## src/rtl/dma_ring_pkg.sv

```systemverilog
package dma_ring_pkg;
  localparam int DW      = 32;
  localparam int OWN_B   = 31;
  localparam int EI_B    = 23;
  localparam int CRC_B   = 22;
  localparam int PAD_B   = 19;
  localparam int FIRST_B = 17;
  localparam int LAST_B  = 16;
  localparam int ERR_B   = 15;
  localparam int NCAUSE  = 7;
  localparam int C_RX_DONE = 0;
  localparam int C_RX_ERR  = 1;
  localparam int C_RX_OVR  = 2;
  localparam int C_RX_RES  = 3;
  localparam int C_TX_DONE = 4;
  localparam int C_TX_UDR  = 5;
  localparam int C_TX_RES  = 6;
endpackage

```

## src/rtl/dma_rx_path.sv

```systemverilog
module dma_rx_path import dma_ring_pkg::*; #(
  parameter int AW = 16
) (
  input  logic          clk_i,
  input  logic          rst_ni,
  input  logic          en_i,
  input  logic          abort_i,
  input  logic          ptr_wr_i,
  input  logic [AW-1:0] ptr_i,
  output logic [AW-1:0] cur_ptr_o,
  input  logic          s_valid_i,
  input  logic [DW-1:0] s_data_i,
  input  logic          s_last_i,
  output logic          req_o,
  output logic          we_o,
  output logic [AW-1:0] addr_o,
  output logic [DW-1:0] wdata_o,
  input  logic [DW-1:0] rdata_i,
  output logic          done_o,
  output logic          err_o,
  output logic          ovr_o,
  output logic          res_o
);
  typedef enum logic [3:0] {
    R_OFF, R_F0, R_F1, R_F2, R_F3, R_F4, R_WAIT, R_DATA, R_WB1, R_WB0, R_NOBUF
  } rx_st_e;

  rx_st_e        state;
  logic [AW-1:0] cur, nxt, bufp;
  logic [15:0]   size, cnt;
  logic          ei, err, in_frm;

  logic [15:0] cap_w;
  logic        sof, busy, take, room;
  logic [15:0] wr_off;

  assign cap_w  = {2'b00, size[15:2]};
  assign sof    = s_valid_i && !in_frm;
  assign busy   = state inside {R_F0, R_F1, R_F2, R_F3, R_F4, R_WB1, R_WB0};
  assign take   = (state == R_WAIT && sof) || (state == R_DATA && s_valid_i);
  assign wr_off = (state == R_WAIT) ? 16'd0 : cnt;
  assign room   = wr_off < cap_w;

  assign cur_ptr_o = cur;
  assign done_o    = (state == R_WB0) && ei;
  assign err_o     = (state == R_WB0) && err;
  assign ovr_o     = busy && sof;
  assign res_o     = (state == R_NOBUF) && sof;

  always_comb begin
    req_o   = 1'b0;
    we_o    = 1'b0;
    addr_o  = cur;
    wdata_o = '0;
    unique case (state)
      R_F0: req_o = 1'b1;
      R_F1: if (rdata_i[OWN_B]) begin req_o = 1'b1; addr_o = cur + AW'(1); end
      R_F2: begin req_o = 1'b1; addr_o = cur + AW'(2); end
      R_F3: begin req_o = 1'b1; addr_o = cur + AW'(3); end
      R_WAIT, R_DATA: if (take && room) begin
        req_o = 1'b1; we_o = 1'b1; addr_o = bufp + AW'(wr_off); wdata_o = s_data_i;
      end
      R_WB1: begin
        req_o = 1'b1; we_o = 1'b1; addr_o = cur + AW'(1);
        wdata_o = {size, cnt[13:0], 2'b00};
      end
      R_WB0: begin
        req_o = 1'b1; we_o = 1'b1;
        wdata_o[EI_B]    = ei;
        wdata_o[FIRST_B] = 1'b1;
        wdata_o[LAST_B]  = 1'b1;
        wdata_o[ERR_B]   = err;
      end
      default: ;
    endcase
  end

  // frame boundary tracker, independent of engine state
  always_ff @(posedge clk_i or negedge rst_ni) begin
    if (!rst_ni) in_frm <= 1'b0;
    else if (s_valid_i) in_frm <= !s_last_i;
  end

  always_ff @(posedge clk_i or negedge rst_ni) begin
    if (!rst_ni) begin
      state <= R_OFF;
      cur <= '0; nxt <= '0; bufp <= '0;
      size <= '0; cnt <= '0; ei <= 1'b0; err <= 1'b0;
    end else if (abort_i) begin
      state <= R_OFF;
    end else begin
      unique case (state)
        R_OFF, R_NOBUF: begin
          if (ptr_wr_i) cur <= ptr_i;
          if (en_i) state <= R_F0;
          else if (state == R_NOBUF && sof) state <= R_OFF;
        end
        R_F0: state <= R_F1;
        R_F1: if (rdata_i[OWN_B]) begin
          ei <= rdata_i[EI_B]; state <= R_F2;
        end else state <= R_NOBUF;
        R_F2: begin size <= rdata_i[31:16]; state <= R_F3; end
        R_F3: begin bufp <= rdata_i[AW-1:0]; state <= R_F4; end
        R_F4: begin nxt <= rdata_i[AW-1:0]; state <= R_WAIT; end
        R_WAIT: if (sof) begin
          cnt <= 16'd1;
          err <= (cap_w == 16'd0);
          state <= s_last_i ? R_WB1 : R_DATA;
        end
        R_DATA: if (s_valid_i) begin
          cnt <= cnt + 16'd1;
          if (!room) err <= 1'b1;
          if (s_last_i) state <= R_WB1;
        end
        R_WB1: state <= R_WB0;
        R_WB0: begin cur <= nxt; state <= R_F0; end
        default: state <= R_OFF;
      endcase
    end
  end

  a_r11_rx_abort: assert property (@(posedge clk_i) disable iff (!rst_ni)
    $past(abort_i) |-> state == R_OFF);
  a_r4_release_after_len: assert property (@(posedge clk_i) disable iff (!rst_ni)
    (state == R_WB0) |-> $past(state) == R_WB1);
  a_r6_nobuf_quiet: assert property (@(posedge clk_i) disable iff (!rst_ni)
    (state == R_NOBUF) |-> !req_o);
endmodule

```

## src/rtl/dma_tx_path.sv

```systemverilog
module dma_tx_path import dma_ring_pkg::*; #(
  parameter int AW = 16
) (
  input  logic          clk_i,
  input  logic          rst_ni,
  input  logic          demand_i,
  input  logic          abort_i,
  input  logic          ptr_wr_i,
  input  logic [AW-1:0] ptr_i,
  output logic [AW-1:0] cur_ptr_o,
  output logic          busy_o,
  output logic          req_o,
  input  logic          gnt_i,
  output logic          we_o,
  output logic [AW-1:0] addr_o,
  output logic [DW-1:0] wdata_o,
  input  logic [DW-1:0] rdata_i,
  output logic          m_valid_o,
  output logic [DW-1:0] m_data_o,
  output logic          m_last_o,
  output logic          m_pad_o,
  output logic          m_crc_o,
  output logic          done_o,
  output logic          udr_o,
  output logic          res_o
);
  typedef enum logic [2:0] {T_IDLE, T_FREQ, T_FDAT, T_DATA, T_WB} tx_st_e;

  tx_st_e        state;
  logic [AW-1:0] cur, nxt, bufp;
  logic [DW-1:0] cmdw;
  logic [15:0]   nwords, issued;
  logic [1:0]    idx;
  logic          first_run, pend, pend_last;
  logic          more;

  assign more      = issued < nwords;
  assign cur_ptr_o = cur;
  assign busy_o    = state != T_IDLE;
  assign m_valid_o = pend;
  assign m_data_o  = rdata_i;
  assign m_last_o  = pend && pend_last;
  assign m_pad_o   = cmdw[PAD_B];
  assign m_crc_o   = cmdw[CRC_B];
  assign done_o    = (state == T_WB) && gnt_i && cmdw[EI_B];
  assign udr_o     = (state == T_DATA) && more && (issued != 16'd0) && !gnt_i;
  assign res_o     = (state == T_FDAT) && (idx == 2'd0) && !rdata_i[OWN_B] && first_run;

  always_comb begin
    req_o   = 1'b0;
    we_o    = 1'b0;
    addr_o  = cur;
    wdata_o = '0;
    unique case (state)
      T_FREQ: begin req_o = 1'b1; addr_o = cur + AW'(idx); end
      T_DATA: if (more) begin req_o = 1'b1; addr_o = bufp + AW'(issued); end
      T_WB: begin
        req_o = 1'b1; we_o = 1'b1;
        wdata_o = cmdw;
        wdata_o[OWN_B] = 1'b0;
      end
      default: ;
    endcase
  end

  always_ff @(posedge clk_i or negedge rst_ni) begin
    if (!rst_ni) begin
      state <= T_IDLE;
      cur <= '0; nxt <= '0; bufp <= '0; cmdw <= '0;
      nwords <= '0; issued <= '0; idx <= '0;
      first_run <= 1'b0; pend <= 1'b0; pend_last <= 1'b0;
    end else if (abort_i) begin
      state <= T_IDLE;
      pend  <= 1'b0;
    end else begin
      pend <= 1'b0;
      unique case (state)
        T_IDLE: begin
          if (ptr_wr_i) cur <= ptr_i;
          if (demand_i) begin state <= T_FREQ; idx <= '0; first_run <= 1'b1; end
        end
        T_FREQ: if (gnt_i) state <= T_FDAT;
        T_FDAT: begin
          state <= T_FREQ;
          idx   <= idx + 2'd1;
          unique case (idx)
            2'd0: if (rdata_i[OWN_B]) cmdw <= rdata_i; else state <= T_IDLE;
            2'd1: nwords <= 16'((17'(rdata_i[31:16]) + 17'd3) >> 2);
            2'd2: bufp <= rdata_i[AW-1:0];
            default: begin nxt <= rdata_i[AW-1:0]; issued <= '0; state <= T_DATA; end
          endcase
        end
        T_DATA: begin
          if (more && gnt_i) begin
            issued    <= issued + 16'd1;
            pend      <= 1'b1;
            pend_last <= (issued == nwords - 16'd1);
          end
          if (!more) state <= T_WB;
        end
        T_WB: if (gnt_i) begin
          cur <= nxt; first_run <= 1'b0; idx <= '0; state <= T_FREQ;
        end
        default: state <= T_IDLE;
      endcase
    end
  end

  a_r8_last_once: assert property (@(posedge clk_i) disable iff (!rst_ni)
    m_last_o |=> !m_valid_o);
  a_r8_stream_from_data: assert property (@(posedge clk_i) disable iff (!rst_ni)
    m_valid_o |-> $past(state) == T_DATA);
endmodule

```

## src/rtl/dma_mem_mux.sv

```systemverilog
module dma_mem_mux import dma_ring_pkg::*; #(
  parameter int AW = 16
) (
  input  logic          rx_req_i,
  input  logic          rx_we_i,
  input  logic [AW-1:0] rx_addr_i,
  input  logic [DW-1:0] rx_wdata_i,
  input  logic          tx_req_i,
  input  logic          tx_we_i,
  input  logic [AW-1:0] tx_addr_i,
  input  logic [DW-1:0] tx_wdata_i,
  output logic          tx_gnt_o,
  output logic          mem_req_o,
  output logic          mem_we_o,
  output logic [AW-1:0] mem_addr_o,
  output logic [DW-1:0] mem_wdata_o
);
  // receive cannot stall its stream, so it always wins
  assign tx_gnt_o    = tx_req_i && !rx_req_i;
  assign mem_req_o   = rx_req_i || tx_req_i;
  assign mem_we_o    = rx_req_i ? rx_we_i    : tx_we_i;
  assign mem_addr_o  = rx_req_i ? rx_addr_i  : tx_addr_i;
  assign mem_wdata_o = rx_req_i ? rx_wdata_i : tx_wdata_i;
endmodule

```

## src/rtl/dma_ring_engine.sv

```systemverilog
module dma_ring_engine import dma_ring_pkg::*; #(
  parameter int AW = 16
) (
  input  logic              clk_i,
  input  logic              rst_ni,
  input  logic              rx_en_i,
  input  logic              rx_abort_i,
  input  logic              tx_demand_i,
  input  logic              tx_abort_i,
  input  logic              rx_ptr_wr_i,
  input  logic [AW-1:0]     rx_ptr_i,
  input  logic              tx_ptr_wr_i,
  input  logic [AW-1:0]     tx_ptr_i,
  output logic [AW-1:0]     rx_cur_ptr_o,
  output logic [AW-1:0]     tx_cur_ptr_o,
  output logic              tx_busy_o,
  input  logic              irq_wr_i,
  input  logic [NCAUSE-1:0] irq_wdata_i,
  output logic [NCAUSE-1:0] irq_cause_o,
  input  logic              rx_valid_i,
  input  logic [DW-1:0]     rx_data_i,
  input  logic              rx_last_i,
  output logic              tx_valid_o,
  output logic [DW-1:0]     tx_data_o,
  output logic              tx_last_o,
  output logic              tx_pad_o,
  output logic              tx_crc_o,
  output logic              mem_req_o,
  output logic              mem_we_o,
  output logic [AW-1:0]     mem_addr_o,
  output logic [DW-1:0]     mem_wdata_o,
  input  logic [DW-1:0]     mem_rdata_i
);
  logic          rx_req, rx_we, tx_req, tx_we, tx_gnt;
  logic [AW-1:0] rx_addr, tx_addr;
  logic [DW-1:0] rx_wdata, tx_wdata;
  logic          rx_done, rx_err, rx_ovr, rx_res, tx_done, tx_udr, tx_res;
  logic [NCAUSE-1:0] cause, cause_set;

  dma_rx_path #(.AW(AW)) u_rx (
    .clk_i, .rst_ni,
    .en_i(rx_en_i), .abort_i(rx_abort_i),
    .ptr_wr_i(rx_ptr_wr_i), .ptr_i(rx_ptr_i), .cur_ptr_o(rx_cur_ptr_o),
    .s_valid_i(rx_valid_i), .s_data_i(rx_data_i), .s_last_i(rx_last_i),
    .req_o(rx_req), .we_o(rx_we), .addr_o(rx_addr), .wdata_o(rx_wdata),
    .rdata_i(mem_rdata_i),
    .done_o(rx_done), .err_o(rx_err), .ovr_o(rx_ovr), .res_o(rx_res)
  );

  dma_tx_path #(.AW(AW)) u_tx (
    .clk_i, .rst_ni,
    .demand_i(tx_demand_i), .abort_i(tx_abort_i),
    .ptr_wr_i(tx_ptr_wr_i), .ptr_i(tx_ptr_i), .cur_ptr_o(tx_cur_ptr_o),
    .busy_o(tx_busy_o),
    .req_o(tx_req), .gnt_i(tx_gnt), .we_o(tx_we), .addr_o(tx_addr),
    .wdata_o(tx_wdata), .rdata_i(mem_rdata_i),
    .m_valid_o(tx_valid_o), .m_data_o(tx_data_o), .m_last_o(tx_last_o),
    .m_pad_o(tx_pad_o), .m_crc_o(tx_crc_o),
    .done_o(tx_done), .udr_o(tx_udr), .res_o(tx_res)
  );

  dma_mem_mux #(.AW(AW)) u_mux (
    .rx_req_i(rx_req), .rx_we_i(rx_we), .rx_addr_i(rx_addr), .rx_wdata_i(rx_wdata),
    .tx_req_i(tx_req), .tx_we_i(tx_we), .tx_addr_i(tx_addr), .tx_wdata_i(tx_wdata),
    .tx_gnt_o(tx_gnt),
    .mem_req_o, .mem_we_o, .mem_addr_o, .mem_wdata_o
  );

  always_comb begin
    cause_set            = '0;
    cause_set[C_RX_DONE] = rx_done;
    cause_set[C_RX_ERR]  = rx_err;
    cause_set[C_RX_OVR]  = rx_ovr;
    cause_set[C_RX_RES]  = rx_res;
    cause_set[C_TX_DONE] = tx_done;
    cause_set[C_TX_UDR]  = tx_udr;
    cause_set[C_TX_RES]  = tx_res;
  end

  always_ff @(posedge clk_i or negedge rst_ni) begin
    if (!rst_ni) cause <= '0;
    else cause <= (irq_wr_i ? (cause & irq_wdata_i) : cause) | cause_set;
  end

  assign irq_cause_o = cause;

  a_r12_cause_sticky: assert property (@(posedge clk_i) disable iff (!rst_ni)
    !$past(irq_wr_i) |-> (($past(irq_cause_o) & ~irq_cause_o) == '0));
  a_r11_tx_abort: assert property (@(posedge clk_i) disable iff (!rst_ni)
    $past(tx_abort_i) |-> (!tx_busy_o && !tx_valid_o));
  a_r10_single_owner: assert property (@(posedge clk_i) disable iff (!rst_ni)
    $onehot0({rx_req, tx_gnt}));
endmodule

```

## config.mk

```make
export PLATFORM = sky130hd
export DESIGN_NAME = dma_ring_engine
export DESIGN_NICKNAME = d
export VERILOG_FILES = /design/src/rtl/dma_ring_pkg.sv /design/src/rtl/dma_rx_path.sv /design/src/rtl/dma_tx_path.sv /design/src/rtl/dma_mem_mux.sv /design/src/rtl/dma_ring_engine.sv
export SDC_FILE = /design/constraint.sdc
export NUM_CORES = 1
export LEC_CHECK = 0
export BUFFER_PORTS_ARGS = -buffer_cell sky130_fd_sc_hd__buf_4
export CELL_PAD_IN_SITES_DETAIL_PLACEMENT = 1
export CELL_PAD_IN_SITES_GLOBAL_PLACEMENT = 1
export CORE_AREA = 2 2 195 197
export CTS_BUF_LIST = sky130_fd_sc_hd__clkbuf_4 sky130_fd_sc_hd__clkbuf_8 sky130_fd_sc_hd__clkbuf_16
export DETAILED_ROUTE_END_ITERATION = 8
export DIE_AREA = 0 0 197 199
export PLACE_DENSITY = 0.84
export RECOVER_POWER = 25
export SLEW_MARGIN = 20
export SYNTH_ARGS = -nofsm -noshare
export SYNTH_HDL_FRONTEND = slang
export SYNTH_SLANG_ARGS = --single-unit
```

## constraint.sdc

```tcl
create_clock -name clk_i -period 3.85 [get_ports clk_i]
set_input_delay 0.385 -clock clk_i [delete_from_list [all_inputs] [get_ports clk_i]]
set_output_delay 0.385 -clock clk_i [all_outputs]
set_load 0.03 [all_outputs]
```

==> flow_summary.toml, run 1 <==
[logic_synthesis]
yosysSeqAreaShare = 0.3615
avgSynthCellArea_um2 = 8.893
synth_enable_flop_cells = 0
synth_top_family_by_area = "compound AO/OA/AOI/OAI gates"
netlist_instances = 1650
synth_mux_area_frac = 0.1079
synthTopCellsByArea = "dfrtp_1, mux2_2, ha_1"
synthFlopType = "dfrtp_1"
yosys_warnings = 0
netlist_area_mm2 = 0.01467
synth_top_area_frac = 0.3615
synth_seq_cells = 212
synthSimpleGateAreaFrac = 0.1722
synth_top_area_cell = "dfrtp_1"
async_reset_ff_frac = 1.000
synth_compound_area_frac = 0.1917
synth_nets = 1837
synthAdderAreaFrac = 0.06378
ys_types = 77
synth_xor_area_frac = 0.03880

[clock_tree]
cts_buffer_depth = 3
cts_root_buffer = "clkbuf_16"
cts-buffers-inserted = 27
clk_pin_slew_ps = 60
clkSinkCount = 212
cts_tree = "done"
clk_latency_ps = 590
cts_max_level = 1

[min_path]
holdCritPathClass = "in2reg"
hold_start = "irq_wdata_i[4]"

[placed_design]
hpwl_mm = 45.52
place.gp.congestion = 0.9394
portBuffers = 239
place_ws_ps = -309.9
dp_cells = 2360

[sta]
fin_ws_ps = -613.5
slew_headroom = -0.7253
finalSetupViolCount = 61
final.period_utilization = 1.159
maxSlewViolCount = 91
hold_violations = 0
worstMarginPinSlew_ps = 2588
max_freq_mhz = 224.0
fin_skew_ps = 19.92
rsz0062_at_grt = "true"
min_period_ps = 4464

[floorplanning]
io_pins = 240
core_mm2 = 0.03713
die_area_mm2 = 0.03920
die_width_um = 197
initial_core_util = 0.3952
dieHeight_um = 199
row_count = 71

[global_routing]
overflow = 0
grt_usage = 0.3226
grt_max_degree = 93
grt_pass1_vias = 15880
antenna_found_initial = 3
grt_pass1_wl_mm = 96.12

[setup_path]
worstPathMaxFanout = 6
worstReg2RegEnd = "u_tx.issued[5]"
cp-endpoint = "mem_wdata_o[22]"
ff2ff_setup_slack_ps = -290
r2r_start = "u_rx.state[0]"
cp.required_ps = 3460
cp-end-kind = "output pin"
startpoint_type = "flop"
arrival_ps = 4080
critPathLaunch = "u_rx.state[0]"
ff2ff_path_depth = 16
critPathKind = "reg2out"

[layout]
seqCellArea_mm2 = 0.005305
fill_cells = 4158
final_cell_mix = "buf_4, dfrtp_1, nand2_1"
drive_gt1_frac = 0.3429
utilization = 0.5357
fin_cells = 2453
syn_to_final_growth_pct = 35.56
finalNetCount = 2145
final_common_cell = "buf_4"
multi_input_area_mm2 = 0.009298

[pwr]
p_total_mw = 14.67
p_leak_nw = 9.084
peakVddDrop_mv = 0.3751
powerDensity_mw_per_mm2 = 737.5

[drt]
drtPass1Iterations = 5
drtIter0Drc = 1252
avgRoutedWirePerCell_um = 26.92
drt-total-wl_mm = 66.04
drc_errors = 0
drtAntennaViolNets = 0
num_vias = 15230
viasPerCell = 6.208

[job]
maxCapViolCount = 1

[status]
status = "complete, but fails checks"
violations = "capacitance limit, slew limit, setup timing"
[per-stage QoR]
step | hold WS, ps | TNS [ps] | cell area (µm²)
2_1_floorplan | 89.41 | -28.45 | 14740
3_3_place_gp | 453.3 | -1687 | 17570
3_5_place_dp | 462.4 | -7636 | 17570
4_1_cts | 27.43 | -16010 | 19530
5_1_grt | 30.95 | -26680 | 19890
6_report | 31.23 | -22250 | 19890
[cell type report]
class	instances	share of cell area
Antenna cell	2	0.0002516
Clock buffer	38	0.04000
Clock inverter	10	0.007359
Inverter	83	0.01566
Multi-Input combinational cell	1225	0.4674
Sequential cell	212	0.2667
Tap cell	474	0.02982
Timing Repair Buffer	409	0.1728
[report_power, final]
part / switching [mW] / internal, mW / leakage [nW]
logic: 4.77 / 3.36 / 5.91
registers: 0.901 / 2.92 / 2.70
clock network: 1.08 / 1.64 / 0.471
total: 6.75 / 7.92 / 9.08
[flip-flops by register name, summed over array words and instances (netlist names)]
name and count:
u_tx.state 3, u_rx.nxt 16, u_tx.cur_ptr_o 16, u_rx.err 1, u_tx.idx 2, u_tx.first_run 1, u_tx.pend_last 1, u_rx.ei 1
u_rx.state 4, u_tx.cmdw 31, irq_cause_o 7, u_tx.m_valid_o 1, u_rx.cur_ptr_o 16, u_tx.bufp 16, u_tx.nwords 15, u_rx.bufp 16
u_rx.size 16, u_tx.issued 16, u_tx.nxt 16, u_rx.cnt 16, u_rx.in_frm 1
[worst min path at each step]
stage                                 to  depth (start not counted)
final                     irq_cause_o[4]                          3
after floorplan           irq_cause_o[0]                          0
after CTS                 irq_cause_o[4]                          3
after global placement       u_tx.nxt[3]                          2
after global routing         u_rx.in_frm                          2
after detailed placement     u_tx.nxt[0]                          2
[cells in the mapped netlist (14+ instances only)]
cell,number
a21o_1,17
a21oi_1,76
a222oi_1,29
a31oi_1,14
and2_1,28
and3_1,17
buf_4,32
clkbuf_1,76
dfrtp_1,212
ha_1,70
inv_1,81
mux2_2,114
mux2i_1,30
nand2_1,208
nand3_1,35
nand4_1,24
nor2_1,95
nor3_1,34
nor4_1,20
o211ai_1,14
o21a_1,14
o21ai_0,117
o31ai_1,19
xnor2_1,32
xor2_1,33
[timing repair]
action,CTS,global route
pin swaps,49,53
endpoints found under the hold margin,90,0
gates cloned,3,1
setup buffers,28,15
gates resized for setup,171,86
hold buffers,1,0
endpoints found under the setup margin,72,62
[metal layers]
metal,routed length (µm),vias up,track usage
met4,3932,0,0.1740
li1,-,6621,-
met3,3852,205,0.03934
met1,25910,7717,0.3922
met5,0,-,0
met2,32340,684,0.5592
[kinds of logic (layout without fill, tap and decap cells)]
group | after synthesis | in the layout
and+or+nand+nor | 527 | 527
adders and majority gates | 73 | 73
buffers and inverters | 213 | 540
muxes | 144 | 144
AOI/OAI and AO/OA | 416 | 416
DFF | 212 | 212
xor gates and xnor gates | 65 | 65
other | 0 | 2
[worst max-delay path: stages (launching register included)]
cell,delay [ps]
dfrtp_1,400
nand4bb_4,330
and2_4,230
ha_4,230
a21o_1,170
a211o_1,290
a221oi_2,260
a21boi_4,150
o31a_1,300
and2_4,180
buf_12,150
buf_6,120
a222oi_1,420
inv_1,100
buf_6,160
(Power assumes the default switching activity.)
==> inputs of run 2 (changes only) <==
--- a/config.mk
+++ b/config.mk
@@ -12,7 +12,7 @@
 export CTS_BUF_LIST = sky130_fd_sc_hd__clkbuf_4 sky130_fd_sc_hd__clkbuf_8 sky130_fd_sc_hd__clkbuf_16
 export DETAILED_ROUTE_END_ITERATION = 8
 export DIE_AREA = 0 0 197 199
-export PLACE_DENSITY = 0.84
+export PLACE_DENSITY_LB_ADDON = 0.05
 export RECOVER_POWER = 25
 export SLEW_MARGIN = 20
 export SYNTH_ARGS = -nofsm -noshare
==> run 2 against run 1 <==
The run still ends with capacitance limit, slew limit, setup timing left. Die area is the same. Flip-flop and latch count is the same. Maximum frequency grew 3.3%. Setup slack gained 140 ps. Core utilization grew 0.36 points. Final cell count grew 0.37%. Hold slack gained 17 ps. Critical path type unchanged. Largest cell class unchanged. Largest power group unchanged. Highest routed layer unchanged.
==> flow_summary.toml, run 2 (same netlist as run 1, synthesis figures left out) <==
[status]
status = "complete, but fails checks"
violations = "capacitance limit, slew limit, setup timing"

[floorplanning]
die_width_um = 197
die_area_mm2 = 0.03920
io_pins = 240
initial_core_util = 0.3952
row_count = 71
dieHeight_um = 199
core_mm2 = 0.03713

[layout]
fill_cells = 4223
largest_register = "u_tx.cmdw"
multi_input_area_mm2 = 0.009350
syn_to_final_growth_pct = 36.47
seqCellArea_mm2 = 0.005305
largest_register_ffs = 31
fin_cells = 2462
final_common_cell = "buf_4"
final_cell_mix = "buf_4, dfrtp_1, nand2_1"
fin_area_mm2 = 0.02003
finalNetCount = 2152
drive_gt1_frac = 0.3503

[pwr]
powerDensity_mw_per_mm2 = 719.5
clock_power_share = 0.185
power_frac_seq = 0.260
p_int_mw = 7.871
p_sw_mw = 6.538
pwr-share-comb = 0.555
p_leak_nw = 9.145
netSwitchingFraction = 0.4537
peakVddDrop_mv = 0.3494

[sta]
worstMarginPinSlew_ps = 2640
hold_violations = 0
min_period_ps = 4322
final.period_utilization = 1.123
maxSlewViolCount = 97
slew_headroom = -0.7603
finalSetupViolCount = 58
fin_skew_ps = 19.80
rsz0062_at_grt = "true"
max_freq_mhz = 231.4
fin_ws_ps = -472.4

[placed_design]
hpwl_mm = 44.45
place.gp.congestion = 0.9173
dp_cells = 2363
post_dp_cell_area_mm2 = 0.01755
portBuffers = 239
place_ws_ps = -411.9

[clock_tree]
cts_root_buffer = "clkbuf_16"
cts-buffers-inserted = 28
clk_pin_slew_ps = 60
cts_max_level = 1
clk_latency_ps = 570
clkSinkCount = 212
cts_buffer_depth = 3
cts_tree = "done"

[setup_path]
worstPathMaxFanout = 4
cp-end-kind = "output pin"
startpoint_type = "flop"
crit_slowest_cell = "dfrtp_1"
worst-path-buf-inv = 4
cp.required_ps = 3460
crit_top_cell = "buf_6"
crit_chain = "nand4bb_4, and2_4, ha_4, a21o_1, a211o_1, a221oi_4, a21boi_4, buf_6, buf_6, o31ai_4, o311ai_2, o41ai_2, buf_4, a32oi_2, buf_6"
critical-path-top-delay-family = "compound AO/OA/AOI/OAI gates"
critPathKind = "reg2out"
arrival_ps = 3940
critPathMaxStageDelay_ps = 380

[drt]
drt-total-wl_mm = 61.96
drtIter0Drc = 1041
num_vias = 14590
drtPass1Iterations = 9
viasPerCell = 5.926
drtAntennaViolNets = 0
avgRoutedWirePerCell_um = 25.17
drc_errors = 0

[global_routing]
grt_use_met3 = 0.03272
grt_usage = 0.3070
grt_pass1_vias = 14870
grt.busiest_layer = "met2"
use_met1 = 0.4009
grtUsageMet2 = 0.5299
overflow = 0
antenna_found_initial = 4
grt_max_degree = 99
grt_pass1_wl_mm = 91.29

[job]
maxCapViolCount = 1

[min_path]
holdCritPathClass = "in2reg"
run 2: cell count changes in the layout (fill, tap and decap cells not counted), moves of 4 or more:
cell       previous run  this run
clkbuf_16            28        34
clkbuf_1             31        26
clkbuf_4              5         1
a21oi_2              17        12
buf_4               287       304
clkinv_2              4         8
buf_6                72        66
run 2: metal layers:
metal  part of all wire  wire, µm
met5                  0         0
met4              0.042      2585
met3              0.045      2781
met2               0.48     29850
met1               0.43     26750
run 2: timing repair:
item,4_1_cts,5_1_grt
buffers inserted,16,25
resized for setup,149,99
setup endpoints to repair,58,62
gates cloned,3,5
pin swaps,70,62
hold endpoints to repair,95,0
hold buffers,1,0
run 2: metrics by stage:
step                      hold WS [ps]  setup TNS, ps  power [mW]    util
after floorplan                  89.41         -28.45       7.626       -
after global placement           456.2         -561.2       10.44  0.4727
after detailed placement         460.4          -4572       10.58  0.4727
after CTS                        32.92         -15550       13.84  0.5200
after global routing             52.98         -24920       15.14  0.5392
final                            48.64         -17640       14.41  0.5393
run 2: worst min-delay path, cell delays in order:
cell     delay, ps
buf_4           70
o21ai_0         50
o21ai_0         60
run 2: cell type report:
cell class	count	area share
multi-input cells	1225	0.4669
inverters	83	0.01556
well taps	474	0.02962
repair buffers	415	0.1756
flip-flops and latches	212	0.2649
clock inverters	15	0.005873
diodes	1	0.0001250
clock buffers	37	0.04142
run 2: power by group through the flow:
stage          Clock (mW)  Sequential (mW)  Combinational, mW
5_1_grt              2.80             3.84               8.50
2_1_floorplan           0             3.79               3.83
4_1_cts              2.72             3.71               7.40
3_5_place_dp            0             3.73               6.85
3_3_place_gp            0             3.71               6.74
6_report             2.67             3.74               8.00
run 2: final timing paths:
check	cells past startpoint	to	startpoint	slack, ps
setup reg to reg	17	u_tx.issued[5]	u_rx.state[3]	-90
hold / removal	3	irq_cause_o[6]	irq_wdata_i[6]	50
setup / recovery	15	mem_addr_o[15]	u_rx.state[3]	-470
hold reg to reg	2	u_tx.nxt[6]	u_tx.nxt[6]	480
min in group asynchronous	2	u_tx.nwords[12]	rst_ni	1160
max in group asynchronous	2	u_rx.nxt[3]	rst_ni	1090
